## config.mk

```make
export PLATFORM = sky130hd
export DESIGN_NAME = servo_cmd_parser
export DESIGN_NICKNAME = d
export VERILOG_FILES = /design/src/rtl/servo_cmd_pkg.sv /design/src/rtl/servo_cmd_classify.sv /design/src/rtl/servo_cmd_accum.sv /design/src/rtl/servo_cmd_frame.sv /design/src/rtl/servo_cmd_parser.sv
export SDC_FILE = /design/constraint.sdc
export NUM_CORES = 1
export LEC_CHECK = 0
export BUFFER_PORTS_ARGS = -buffer_cell sky130_fd_sc_hd__buf_4
export CAP_MARGIN = 5
export CORE_MARGIN = 10
export CORE_UTILIZATION = 61
export DETAILED_ROUTE_END_ITERATION = 16
export PLACE_DENSITY = 0.82
export SYNTH_ARGS = -nofsm -noshare
export SYNTH_HDL_FRONTEND = slang
export SYNTH_SLANG_ARGS = --single-unit
```

## constraint.sdc

```tcl
create_clock -name clk_i -period 4.9 [get_ports clk_i]
set_clock_uncertainty 0.2 [all_clocks]
set_input_delay 0.49 -clock clk_i [delete_from_list [all_inputs] [get_ports clk_i]]
set_output_delay 0.49 -clock clk_i [all_outputs]
set_load 0.02 [all_outputs]
```

## src/rtl/servo_cmd_pkg.sv

```systemverilog
package servo_cmd_pkg;
  typedef logic [7:0] byte_t;
  localparam byte_t CH_NL     = 8'h0A;
  localparam byte_t CH_ZERO   = 8'h30;
  localparam byte_t CH_NINE   = 8'h39;
  localparam byte_t CH_JOINT0 = 8'h41;
endpackage

```

## src/rtl/servo_cmd_classify.sv

```systemverilog
module servo_cmd_classify
  import servo_cmd_pkg::*;
#(
  parameter int NUM_JOINTS = 3,
  parameter int JW         = 2
) (
  input  byte_t         byte_i,
  output logic          is_nl_o,
  output logic          is_digit_o,
  output logic [3:0]    digit_o,
  output logic          is_letter_o,
  output logic [JW-1:0] joint_o
);
  localparam byte_t LAST_JOINT = byte_t'(int'(CH_JOINT0) + NUM_JOINTS - 1);

  always_comb begin
    is_nl_o     = (byte_i == CH_NL);
    is_digit_o  = (byte_i >= CH_ZERO) && (byte_i <= CH_NINE);
    digit_o     = 4'(byte_i - CH_ZERO);
    is_letter_o = (byte_i >= CH_JOINT0) && (byte_i <= LAST_JOINT);
    joint_o     = JW'(byte_i - CH_JOINT0);
  end
endmodule

```

## src/rtl/servo_cmd_accum.sv

```systemverilog
module servo_cmd_accum #(
  parameter int ACC_W = 10
) (
  input  logic             clk_i,
  input  logic             rst_ni,
  input  logic             clr_i,
  input  logic             load_i,
  input  logic [3:0]       digit_i,
  output logic [ACC_W-1:0] value_o
);
  logic [ACC_W+3:0] next_w;

  // decimal shift-in: value*10 + digit
  assign next_w = ({4'd0, value_o} << 3) + ({4'd0, value_o} << 1) + (ACC_W+4)'(digit_i);

  always_ff @(posedge clk_i or negedge rst_ni) begin
    if (!rst_ni)     value_o <= '0;
    else if (clr_i)  value_o <= '0;
    else if (load_i) value_o <= ACC_W'(next_w);
  end
endmodule

```

## src/rtl/servo_cmd_frame.sv

```systemverilog
module servo_cmd_frame #(
  parameter int FRAME_LEN = 4,
  parameter int IW        = 3
) (
  input  logic clk_i,
  input  logic rst_ni,
  input  logic step_i,
  input  logic close_i,
  input  logic is_letter_i,
  input  logic is_digit_i,
  output logic letter_slot_o,
  output logic digit_slot_o,
  output logic frame_ok_o
);
  localparam logic [IW-1:0] IDX_FULL = IW'(FRAME_LEN);
  localparam logic [IW-1:0] IDX_OVER = IW'(FRAME_LEN + 1);

  logic [IW-1:0] idx_q;
  logic          bad_q;

  assign letter_slot_o = (idx_q == '0);
  assign digit_slot_o  = (idx_q != '0) && (idx_q < IDX_FULL);
  assign frame_ok_o    = (idx_q == IDX_FULL) && !bad_q;

  always_ff @(posedge clk_i or negedge rst_ni) begin
    if (!rst_ni) begin
      idx_q <= '0;
      bad_q <= 1'b0;
    end else if (close_i) begin
      idx_q <= '0;
      bad_q <= 1'b0;
    end else if (step_i) begin
      if (idx_q != IDX_OVER) idx_q <= idx_q + 1'b1;  // saturate past a full line
      if (letter_slot_o)     bad_q <= !is_letter_i;
      else if (digit_slot_o && !is_digit_i) bad_q <= 1'b1;
    end
  end
endmodule

```

## src/rtl/servo_cmd_parser.sv

```systemverilog
module servo_cmd_parser
  import servo_cmd_pkg::*;
#(
  parameter int NUM_JOINTS = 3,
  parameter int DIGITS     = 3,
  parameter int MAX_ANGLE  = 180,
  parameter int ANGLE_W    = 8,
  parameter int JW         = 2
) (
  input  logic               clk_i,
  input  logic               rst_ni,
  input  logic               byte_valid_i,
  input  logic [7:0]         byte_i,
  output logic               cmd_valid_o,
  output logic [JW-1:0]      cmd_joint_o,
  output logic [ANGLE_W-1:0] cmd_angle_o,
  output logic               cmd_err_o
);
  localparam int FRAME_LEN = DIGITS + 1;
  localparam int IW        = $clog2(FRAME_LEN + 2);
  localparam int ACC_W     = $clog2(10 ** DIGITS);

  logic          is_nl, is_digit, is_letter;
  logic [3:0]    digit;
  logic [JW-1:0] joint_w;
  logic          step, close;
  logic          letter_slot, digit_slot, frame_ok;
  logic [ACC_W-1:0] acc;
  logic [JW-1:0] joint_q;
  logic          accept;

  servo_cmd_classify #(.NUM_JOINTS(NUM_JOINTS), .JW(JW)) u_cls (
    .byte_i     (byte_i),
    .is_nl_o    (is_nl),
    .is_digit_o (is_digit),
    .digit_o    (digit),
    .is_letter_o(is_letter),
    .joint_o    (joint_w)
  );

  assign step  = byte_valid_i && !is_nl;
  assign close = byte_valid_i && is_nl;

  servo_cmd_frame #(.FRAME_LEN(FRAME_LEN), .IW(IW)) u_frame (
    .clk_i        (clk_i),
    .rst_ni       (rst_ni),
    .step_i       (step),
    .close_i      (close),
    .is_letter_i  (is_letter),
    .is_digit_i   (is_digit),
    .letter_slot_o(letter_slot),
    .digit_slot_o (digit_slot),
    .frame_ok_o   (frame_ok)
  );

  servo_cmd_accum #(.ACC_W(ACC_W)) u_acc (
    .clk_i  (clk_i),
    .rst_ni (rst_ni),
    .clr_i  (close),
    .load_i (step && digit_slot && is_digit),
    .digit_i(digit),
    .value_o(acc)
  );

  always_ff @(posedge clk_i or negedge rst_ni) begin
    if (!rst_ni)                   joint_q <= '0;
    else if (step && letter_slot)  joint_q <= joint_w;
  end

  assign accept = close && frame_ok && (acc <= ACC_W'(MAX_ANGLE));

  always_ff @(posedge clk_i or negedge rst_ni) begin
    if (!rst_ni) begin
      cmd_valid_o <= 1'b0;
      cmd_err_o   <= 1'b0;
      cmd_joint_o <= '0;
      cmd_angle_o <= '0;
    end else begin
      cmd_valid_o <= accept;
      cmd_err_o   <= close && !accept;
      if (accept) begin
        cmd_joint_o <= joint_q;
        cmd_angle_o <= ANGLE_W'(acc);
      end
    end
  end
endmodule

```

# Word-level counts from Yosys, hierarchy flattened
# Index checks and enable logic that the tools add are counted.
dict set report totals {
  regBits 28
  inputBits 11
  output_inout_bits 12
}
dict set report classes {
  n_addsub 5
  order_cmp 6
  eq_ne 3
  muxes 9
  reduce_logical 26
}
# cell count
set ops {}
lappend ops {{$mux W10} 2}
lappend ops {{$logic_and A1 B1 Y1} 13}
lappend ops {{$add A10 B10 Y10} 1}
lappend ops {{$add A10 B4 Y10} 1}
lappend ops {{$le A10 B8 Y1 const B} 1}
lappend ops {{$mux W3} 3}
lappend ops {{$eq A8 B4 Y1 const B} 1}
lappend ops {{$ge A8 B6 Y1 const B} 1}
lappend ops {{$ge A8 B7 Y1 const B} 1}
lappend ops {{$le A8 B6 Y1 const B} 1}
lappend ops {{$le A8 B7 Y1 const B} 1}
lappend ops {{$reduce_bool A2 Y1} 3}
lappend ops {{$reduce_bool A3 Y1} 2}
lappend ops {{$logic_not A1 Y1} 5}
lappend ops {{$mux W1} 4}
lappend ops {{$reduce_and A2 Y1} 2}
lappend ops {{$sub A4 B1 Y4 const B} 1}
lappend ops {{$add A3 B1 Y3 const B} 1}
lappend ops {{$eq A3 B3 Y1 const B} 1}
lappend ops {{$logic_not A3 Y1} 1}
lappend ops {{$lt A3 B3 Y1 const B} 1}
lappend ops {{$ne A3 B3 Y1 const B} 1}
lappend ops {{$sub A2 B1 Y2 const B} 1}

# Longest topological paths before layout
dict set report logic_depth {
  word_depth 8
  depth_mapped 9
  mapped_depth_nobuf 9
}

# Modules after synthesis
# A second synthesis with hierarchy kept.
dict set report hier_totals {
  cells_unflattened 210
  area_unflattened_um2 2083.2
}
# module instances cells_each area_per_inst_um2 seq_area_each_um2
set by_module_without_submodules {}
lappend by_module_without_submodules {servo_cmd_accum 1 87 869.6 250.2}
lappend by_module_without_submodules {servo_cmd_parser 1 78 804.5 350.3}
lappend by_module_without_submodules {servo_cmd_frame 1 25 251.5 100.1}
lappend by_module_without_submodules {servo_cmd_classify 1 20 157.7 0.0}

# Worst setup path after synthesis
# OpenSTA, ideal clock, no wires.
dict set report synth_timing {
  path_kind {input to register}
  start {input byte_i[3]}
  end {register u_acc.value_o[8]}
  setup_time_ns 0.121
  arrival_ns 2.214
  required_time_ns 4.579
  slack_ns 2.365
  cell_stages 8
  path_buffers 0
  path_cell_list {inv_1 > fa_1 > fa_1 > nand2b_1 > a21oi_1 > o22ai_1 > xnor2_1 > a22o_1}
}
dict set report synth_via {
  elab_chain_len 6
}
# element line_no
set synth_lines {}
lappend synth_lines {{start: declaration} servo_cmd_parser.sv:13} ;# input logic [7:0] byte_i,
lappend synth_lines {{parallel branches: the longest is 6 deep, another holds $add A10 B4 Y10} -}
lappend synth_lines {{end signal: assignment} servo_cmd_accum.sv:19} ;# else if (load_i) value_o <= ACC_W'(next_w);
lappend synth_lines {{end: declaration} servo_cmd_accum.sv:9} ;# output logic [ACC_W-1:0] value_o
# Several ways; the timed one is not identified. The select of a mux whose other input is x is not followed.
# A chain may end at the register's enable or synchronous reset.

# Worst setup path after layout
dict set report layout_timing {
  start {register u_acc.value_o[0]}
  end {register u_acc.value_o[8]}
}
dict set report layout_via {
  elab_chain_len 4
}
# element line_no
set layout_lines {}
lappend layout_lines {{$add A10 B10 Y10} servo_cmd_accum.sv:14} ;# assign next_w = ({4'd0, value_o} << 3) + ({4'd0, value_o} << 1) + (ACC_W+4)'(digit_i);
lappend layout_lines {{$add A10 B4 Y10} servo_cmd_accum.sv:14}
lappend layout_lines {{$mux W10} servo_cmd_accum.sv:19}
lappend layout_lines {{$mux W10} servo_cmd_accum.sv:18} ;# else if (clr_i) value_o <= '0;
# Every way passes these cells. The select of a mux whose other input is x is not followed.

==> run metrics <==
worst reg2reg endpoint=u_acc.value_o[8]$_DFFE_PN0P_; WHS=about 0.14 ns; Synth Register Bits=28; relative slew slack=51.47%; PortBufs=22; met1 Usage GRT=between 15 and 20%; Slew Viols, Final=0; CTS Buffer Depth=2; number of max-cap violations=0; initial antenna violation count=0; I/O pin cnt=23; r2r startpoint=u_acc.value_o[0]$_DFFE_PN0P_; post-cts sizing count=0; critical path class=flip-flop to flip-flop; met2 usage=a little over a quarter; count leader, synth=dfrtp_1; layout cell share with drive strength beyond 1=about a quarter; library cells used by synthesis=40; PD cells=~370 nW/um^2; met3 Track Usage GR=1.750%; Hold Crit Depth=2; WL per Instance=approximately 18 um; final layout net count=about 220; DRT Pass-1 Iters=4; Die Span Y=73.86 um; Post-synth ARST share=between 90% and 100%; measured slew at the worst slew-check pin=approximately 0.72 ns; # rows=19; H-tree levels=1; Total GRT Usage=between 15 and 20%; R2R depth=8; area share of the largest cell type after synthesis=between 30% and 40%; Worst setup EP type=flip-flop; Core Region=approximately 2800 sq um; Max FO, Critical Path=5; Mapped Cells=162; Die ar.=5455 sq um; vias in the first global route=1347; CTS Hold Bufs=1; synth top area cells=dfrtp_1 40%, ha_1 15%, mux2_4 6.8%; Cell Area, Synth=between 1500 and 2000 sq um; HP Class=input pin to flip-flop; Post-Syn Nets=about 200; Final Hold Viols=0; clk_lat worst skew=approximately 0.34 ns; final setup fails=0; CTS Buf Count=3; minimum clock period=2.743 ns; unrepaired setup endpoints after global routing=no; vias=roughly 1300; Peak VDD IR=between 0.3 and 0.4 mV; WL final=~3900 um; Post CTS Setup Buffer Count=0; global route hottest layer=met2; Critical Path AT=2.79 ns; Reg clk slew, reported paths=0.15 ns; most common flop cell mapped by yosys=dfrtp_1; dpl hpwl=around 3000 um; number of enable flip-flop cells after synthesis=0; clk root buf=clkbuf_4; hold path startpoint=byte_i[0]; initial DRC count=just over 100; WHS Endpoint=joint_q[0]$_DFFE_PN0P_; antenna cell count=0; Peak Freq=roughly 360 MHz; Layout area overhead=14.57%; CTS tree=done; Overflow after GRT=0; post-synthesis sequential area ratio=slightly below 40%; status=complete, no violations; r2r setup slk=roughly 2.2 ns; synthesized area per cell=~11 sq um; setup TNS=0 ns; Chip Width=approximately 74 um; pin count of the biggest net entering global routing=29; Startpoint Class=flip-flop; CP required=around 5.0 ns; yosys warns=0; most instantiated cells after synthesis=28 x dfrtp_1, 21 x ha_1, 14 x inv_1, 10 x a21oi_1, 10 x nand2_1; final period utilization=between 50 and 60%; drt via density=5.959; DRC viols=0; Placer Congestion=0.8576; # clock sinks=28; Yosys top cell by area=dfrtp_1; Routed Antenna Nets=0; starting density of the core=64.16%; Leakage Power=between 1 and 1.5 nW; first-pass GRT wire length=between 6000 and 7000 um
-- registers in the layout, indices dropped and copies added (netlist names) --
signal and cells:
joint_q 2, cmd_angle_o 8, u_frame.bad_q 1, u_acc.value_o 10, cmd_valid_o 1, cmd_err_o 1, u_frame.idx_q 3, cmd_joint_o 2
-- cell usage in the layout (no fill, tap or decap), types with 5 or more instances in the layout --
| cell type | netlist | routed |
|---|---|---|
| dfrtp_1 | 28 | 28 |
| buf_4 | 0 | 22 |
| ha_1 | 21 | 21 |
| inv_1 | 14 | 14 |
| nand2_1 | 10 | 10 |
| a21oi_1 | 10 | 10 |
| a22o_1 | 9 | 9 |
| nor2_1 | 8 | 8 |
| mux2_4 | 8 | 8 |
| o21ai_0 | 7 | 7 |
| nand3_1 | 6 | 6 |
| xnor2_1 | 5 | 5 |
-- per-stage QoR --
stage	cells	setup WS, ns	area, sq um	utilization (%)	total power [mW]
2_1_floorplan	162	2.365	1769	-	0.5080
3_3_place_gp	212	1.997	1959	71.05	0.5591
3_5_place_dp	212	1.900	1959	71.05	0.5851
4_1_cts	217	1.922	2022	73.32	0.7359
5_1_grt	217	2.015	2027	73.50	0.7952
6_report	217	2.157	2027	73.50	0.7421
-- how the worst max path moves through the flow --
stage                                               to  slack [ns]                          from
after floorplan           u_acc.value_o[8]$_DFFE_PN0P_        2.37                     byte_i[3]
after global placement    u_acc.value_o[8]$_DFFE_PN0P_        2.00                     byte_i[0]
after detailed placement  u_acc.value_o[6]$_DFFE_PN0P_        1.90                     byte_i[0]
after CTS                 u_acc.value_o[6]$_DFFE_PN0P_        1.92  u_frame.idx_q[0]$_DFFE_PN0P_
after global routing      u_acc.value_o[8]$_DFFE_PN0P_        2.02  u_acc.value_o[0]$_DFFE_PN0P_
final                     u_acc.value_o[8]$_DFFE_PN0P_        2.16  u_acc.value_o[0]$_DFFE_PN0P_
-- report_power, final --
group          total [mW]  switching, mW  internal (mW)  leakage, nW
registers           0.317         0.0493          0.268        0.374
clock network       0.155         0.0719         0.0828       0.0279
logic               0.270          0.150          0.120        0.617
-- critical path, stage by stage (launching register included) --
cell and delay, ns:
dfrtp_1 0.48, inv_1 0.09, fa_1 0.52, fa_1 0.47, nand2b_1 0.21, a21oi_1 0.22, o22ai_1 0.13, xnor2_1 0.14
a22o_1 0.18
-- routing by layer --
metal / wire length [um] / vias to the layer above
met5: 0 / -
met4: 93 / 0
met3: 136 / 9
met2: 2085 / 28
met1: 1596 / 633
li1: - / 623
-- final cells by class --
class	instances	area, sq um
Clock inverter	1	30.03
Tap cell	31	38.79
Timing Repair Buffer	23	175.2
Clock buffer	3	22.52
Inverter	14	52.55
Sequential cell	28	700.7
Multi-Input combinational cell	117	1007
Fill cell	197	730.7
-- cells by family after synthesis --
family	Yosys count	synth area share [%]
AO/OA/AOI/OAI	41	16.55
XOR/XNOR	6	2.970
flip-flops	28	39.60
multiplexers	8	6.790
buffers and inverters	17	3.748
adder cells (fa/ha/maj)	23	17.11
AND/OR/NAND/NOR	39	13.23
(Power assumes the default switching activity.)
